### src/rtl/xlat_pkg.sv
package xlat_pkg;

    localparam int NUM_MODES   = 4;
    localparam int MODE_W      = 2;
    localparam int SP_TAG_HI   = 47;
    localparam int SP_TAG_LO   = 41;
    localparam logic [SP_TAG_HI-SP_TAG_LO:0] SP_TAG_VAL = 7'h7e;
    localparam int SP_EXT_BIT  = 40;
    localparam int UNC_BIT     = 43;
    localparam int UNC_CLR_HI  = 42;
    localparam int UNC_CLR_LO  = 35;
    localparam int CTL_LO      = 32;

    typedef enum logic [MODE_W-1:0] {
        MODE_KERN = 2'd0,
        MODE_EXEC = 2'd1,
        MODE_SUPV = 2'd2,
        MODE_USER = 2'd3
    } cpu_mode_e;

    typedef enum logic [2:0] {
        FLT_NONE     = 3'd0,
        FLT_ALIGN    = 3'd1,
        FLT_ACV      = 3'd2,
        FLT_PAGE     = 3'd3,
        FLT_MISS     = 3'd4,
        FLT_MISS_PTE = 3'd5,
        FLT_MCHK     = 3'd6,
        FLT_UNIMPL   = 3'd7
    } xlat_fault_e;

    typedef struct packed {
        logic fonw;
        logic fonr;
        logic miss;
        logic acv;
        logic wr;
    } xlat_stat_t;

    localparam xlat_stat_t STAT_ZERO = '{default: 1'b0};

    function automatic cpu_mode_e pick_mode(input logic priv, input logic alt,
                                            input cpu_mode_e cur, input cpu_mode_e altm);
        if (!priv)
            return cur;
        return alt ? altm : MODE_KERN;
    endfunction

endpackage

### src/rtl/xlat_pa_post.sv
module xlat_pa_post
    import xlat_pkg::*;
#(
    parameter int PA_W      = 64,
    parameter int PA_IMPL_W = 44
) (
    input  logic [PA_W-1:0] pa_i,
    output logic [PA_W-1:0] pa_o,
    output logic            mchk_o,
    output logic            unimpl_o,
    output logic            uncached_o
);
    localparam int CTL_W = UNC_BIT - CTL_LO + 1;
    localparam int CLR_W = UNC_CLR_HI - UNC_CLR_LO + 1;
    localparam logic [PA_W-1:0] CLR_MASK = ~({{(PA_W-CLR_W){1'b0}}, {CLR_W{1'b1}}} << UNC_CLR_LO);

    logic in_ctl;

    always_comb begin
        mchk_o     = |(pa_i >> PA_IMPL_W);
        in_ctl     = (pa_i[UNC_BIT:CTL_LO] == {CTL_W{1'b1}});
        unimpl_o   = 1'b0;
        uncached_o = 1'b0;
        pa_o       = pa_i;
        if (!mchk_o && pa_i[UNC_BIT]) begin
            if (in_ctl) begin
                unimpl_o = 1'b1;
            end else begin
                uncached_o = 1'b1;
                pa_o       = pa_i & CLR_MASK;
            end
        end
    end
endmodule

### config.mk
export PLATFORM = sky130hd
export DESIGN_NAME = xlat_pa_post
export DESIGN_NICKNAME = d
export VERILOG_FILES = /design/src/rtl/xlat_pkg.sv /design/src/rtl/xlat_pa_post.sv
export SDC_FILE = /design/constraint.sdc
export NUM_CORES = 1
export LEC_CHECK = 0
export BUFFER_PORTS_ARGS = -buffer_cell sky130_fd_sc_hd__buf_2
export CORE_MARGIN = 3
export CORE_UTILIZATION = 25
export DETAILED_ROUTE_END_ITERATION = 10
export PLACE_DENSITY_LB_ADDON = 0.08
export SYNTH_ARGS = -nofsm -noshare
export SYNTH_HDL_FRONTEND = slang
export SYNTH_SLANG_ARGS = --single-unit
### constraint.sdc
create_clock -name vclk -period 1.66
set_input_delay 0 -clock vclk [all_inputs]
set_output_delay 0 -clock vclk [all_outputs]
set_load 0.01 [all_outputs]
==> flow_summary.html <==
<table>
<tr><th>Metric</th><th>Value</th></tr>
<tr><th colspan="2">Outcome</th></tr>
<tr><td>Outcome</td><td>complete, no violations</td></tr>
<tr><th colspan="2">Clock tree</th></tr>
<tr><td>Setup Fix Bufs, Post-CTS</td><td>0</td></tr>
<tr><td>Hold buffer count at cts</td><td>0</td></tr>
<tr><td>Post-cts repair resize count</td><td>0</td></tr>
<tr><th colspan="2">Drt</th></tr>
<tr><td>Residual DRC</td><td>0</td></tr>
<tr><td>Wire length reported by the detailed router</td><td>1.481 mm</td></tr>
<tr><td>DRC violation total after the first TritonRoute iteration</td><td>3</td></tr>
<tr><td>Via density per instance</td><td>4.174</td></tr>
<tr><td>Detailed-route via count</td><td>505</td></tr>
<tr><td>Antenna-violating nets left</td><td>0</td></tr>
<tr><td>Router iterations before antenna repair</td><td>3</td></tr>
<tr><td>Average detailed-routed wire length per instance</td><td>12.24 um</td></tr>
<tr><th colspan="2">Yosys</th></tr>
<tr><td>Compound-gate portion of the synthesized area</td><td>0%</td></tr>
<tr><td>Post-synthesis xor/xnor area fraction</td><td>0%</td></tr>
<tr><td>Leading cell types by total area after synthesis</td><td>buf_4, nor2b_2, mux2_2, nand4_1, or4_1</td></tr>
<tr><td>Cell area after synthesis</td><td>619.3 um^2</td></tr>
<tr><td>Mux contribution to synthesized area</td><td>5.455%</td></tr>
<tr><td>Largest family of logic cells by synthesized area</td><td>buffers and inverters</td></tr>
<tr><td>Total nets after synthesis</td><td>145</td></tr>
<tr><td>Post-Synth Simple-Gate Area</td><td>26.67%</td></tr>
<tr><td>Count of yosys warnings during synthesis</td><td>0</td></tr>
<tr><td>Adder-cell share of the synthesized area</td><td>0%</td></tr>
<tr><td>Number of cells produced by synthesis</td><td>81</td></tr>
<tr><td>Portion of synthesized cell area occupied by the leading cell type</td><td>67.88%</td></tr>
<tr><td>Most numerous cell in the Yosys netlist</td><td>buf_4</td></tr>
<tr><td>Post-synthesis cell type count</td><td>15</td></tr>
<tr><td>Most frequent cells after synthesis</td><td>buf_4, nor2b_2, nand4_1</td></tr>
<tr><td>Portion of the post-synthesis area used by sequential elements</td><td>0%</td></tr>
<tr><td>Largest area contributor in the synthesized netlist</td><td>buf_4</td></tr>
<tr><td>Mean post-synth cell area</td><td>7.646 um^2</td></tr>
<tr><th colspan="2">STA</th></tr>
<tr><td>Setup violation total in the final timing report</td><td>0</td></tr>
<tr><td>Sum Neg Setup Slack</td><td>0 ps</td></tr>
<tr><td>Relative slew slack</td><td>71.85%</td></tr>
<tr><td>Slew Limit Fails</td><td>0</td></tr>
<tr><td>Final hold viol count</td><td>0</td></tr>
<tr><td>Share of the clock period used by the worst path</td><td>96.78%</td></tr>
<tr><td>Setup repair after global routing missed its margin</td><td>false</td></tr>
<tr><td>Clock period minus worst slack</td><td>1607 ps</td></tr>
<tr><td>FMAX</td><td>622.4 MHz</td></tr>
<tr><td>Worst Tran Pin Value</td><td>419.0 ps</td></tr>
<tr><th colspan="2">Setup path</th></tr>
<tr><td>Type of element launching the critical path</td><td>input pin</td></tr>
<tr><td>CP Launch Point</td><td>pa_i[51]</td></tr>
<tr><td>Biggest cell delay along the critical path</td><td>530 ps</td></tr>
<tr><td>Data arrival time of the critical path</td><td>1610 ps</td></tr>
<tr><td>Slowest CP cell</td><td>or4_4</td></tr>
<tr><td>Start-to-end type of the worst setup path</td><td>in -&gt; out</td></tr>
<tr><td>Most common cell type on the critical path</td><td>buf_2</td></tr>
<tr><td>Capture point of the worst path</td><td>pa_o[36]</td></tr>
<tr><td>Worst setup EP type</td><td>output pin</td></tr>
<tr><td>Series of cell instances along the critical path</td><td>buf_2 -&gt; or4_4 -&gt; or3b_4 -&gt; and4bb_4 -&gt; nor2b_2 -&gt; buf_2</td></tr>
<tr><td>Worst path required time</td><td>1660 ps</td></tr>
<tr><td>Maximum fanout encountered on the critical timing path</td><td>6</td></tr>
<tr><th colspan="2">Final layout</th></tr>
<tr><td>Share of post-route cells with drive strength above 1</td><td>86.02%</td></tr>
<tr><td>Total inserted antenna cells</td><td>0</td></tr>
<tr><td>Number of sequential cells</td><td>0</td></tr>
<tr><td>Reg area</td><td>0 um^2</td></tr>
<tr><td>Area added between synthesis and finish</td><td>-6.465%</td></tr>
<tr><td>Total of clock buffers placed in the layout</td><td>0</td></tr>
<tr><td>Nets@finish</td><td>159</td></tr>
<tr><td>Final core occ</td><td>25.45%</td></tr>
<tr><th colspan="2">Placed design</th></tr>
<tr><td>Routability cong.</td><td>0.7535</td></tr>
<tr><td>Port bufs</td><td>67</td></tr>
<tr><th colspan="2">Pwr</th></tr>
<tr><td>Highest ir drop seen on vdd</td><td>0.05863 mV</td></tr>
<tr><td>Leakage power total</td><td>0.3187 nW</td></tr>
<tr><td>Power per unit of standard cell area</td><td>210.9 nW/um^2</td></tr>
<tr><th colspan="2">Global routing</th></tr>
<tr><td>GRT Util Overall</td><td>8.687%</td></tr>
<tr><td>First-pass GRT wire length</td><td>2.304 mm</td></tr>
<tr><td>Grt ovf</td><td>0</td></tr>
<tr><td>Number of antenna violations at the first check in global routing</td><td>0</td></tr>
<tr><td>Vias in the first global route</td><td>529</td></tr>
<tr><td>Largest net degree at the start of global routing</td><td>7</td></tr>
<tr><th colspan="2">Die</th></tr>
<tr><td>Die height</td><td>55.78 um</td></tr>
<tr><td>Floorplan Core Area</td><td>2276 um^2</td></tr>
<tr><td>Top-Level Pins</td><td>131</td></tr>
<tr><td># rows</td><td>17</td></tr>
<tr><td>Die footprint</td><td>3111 um^2</td></tr>
<tr><td>Die Width</td><td>55.78 um</td></tr>
<tr><td>Starting density of the core</td><td>27.21%</td></tr>
<tr><th colspan="2">Run</th></tr>
<tr><td># Max-Cap Violations</td><td>0</td></tr>
<tr><th colspan="2">Min path</th></tr>
<tr><td>Type of the tightest min-delay check</td><td>in -&gt; out</td></tr>
<tr><td>Number of cells traversed by the worst hold path</td><td>0</td></tr>
</table>
## placed cells by master, fill, tap and decap left out
master	n
nor2_1	1
nor3b_1	1
buf_4	1
or3b_4	1
nor4_1	1
mux2_2	3
or4_4	1
buf_2	67
or4_1	3
nor2_2	1
nor2b_2	5
nand3_1	1
and4bb_4	1
nand2_1	1
nor3_1	1
nand4_1	4
## worst min path at each step
| stage | startpoint | endpoint |
|---|---|---|
| after global routing | pa_i[9] | pa_o[9] |
| after detailed placement | pa_i[10] | pa_o[10] |
| after CTS | pa_i[10] | pa_o[10] |
| after global placement | pa_i[10] | pa_o[10] |
| final | pa_i[26] | pa_o[26] |
| after floorplan | pa_i[0] | pa_o[0] |
## kinds of logic after synthesis
group,after synthesis
buf+inv,56
simple gates,22
mux,3
## metal layers
metal,track usage [%],part of all wire [%],up-vias
met4,2.431,0.61,0
met2,16.89,55,47
met5,0,0,-
li1,-,-,241
met1,8.929,32,213
met3,2.320,13,4
## report_power, final
group	internal (mW)	total [mW]	switching, mW
Combinational	0.0640	0.122	0.0581
Sequential	0	0	0
Clock	0	0	0
## area by class of cell
| type | count | area [um^2] |
|---|---|---|
| multi-input combinational | 25 | 201.4 |
| fill | 268 | 1697 |
| timing repair buffer | 68 | 342.8 |
| tap | 28 | 35.03 |
## per-stage QoR
step / setup WS, ps / area, um^2 / power, mW / hold slack, ps / cells
after CTS: 31.64 / 576.8 / 0.1248 / 0.06862 / 121
after floorplan: 276.6 / 619.3 / 0.1592 / 91.77 / 81
final: 53.40 / 579.3 / 0.1222 / 0.003232 / 121
after global routing: 11.50 / 579.3 / 0.1352 / 0.01448 / 121
after detailed placement: 33.26 / 576.8 / 0.1245 / 0.06862 / 121
after global placement: 39.78 / 576.8 / 0.1252 / 0.06862 / 121
## critical path: cells and delay by family
kind | cells | cell delay, ps
buffers and inverters | 2 | 230
AND/OR/NAND/NOR | 4 | 1360
Power figures use the tool's default switching activity.
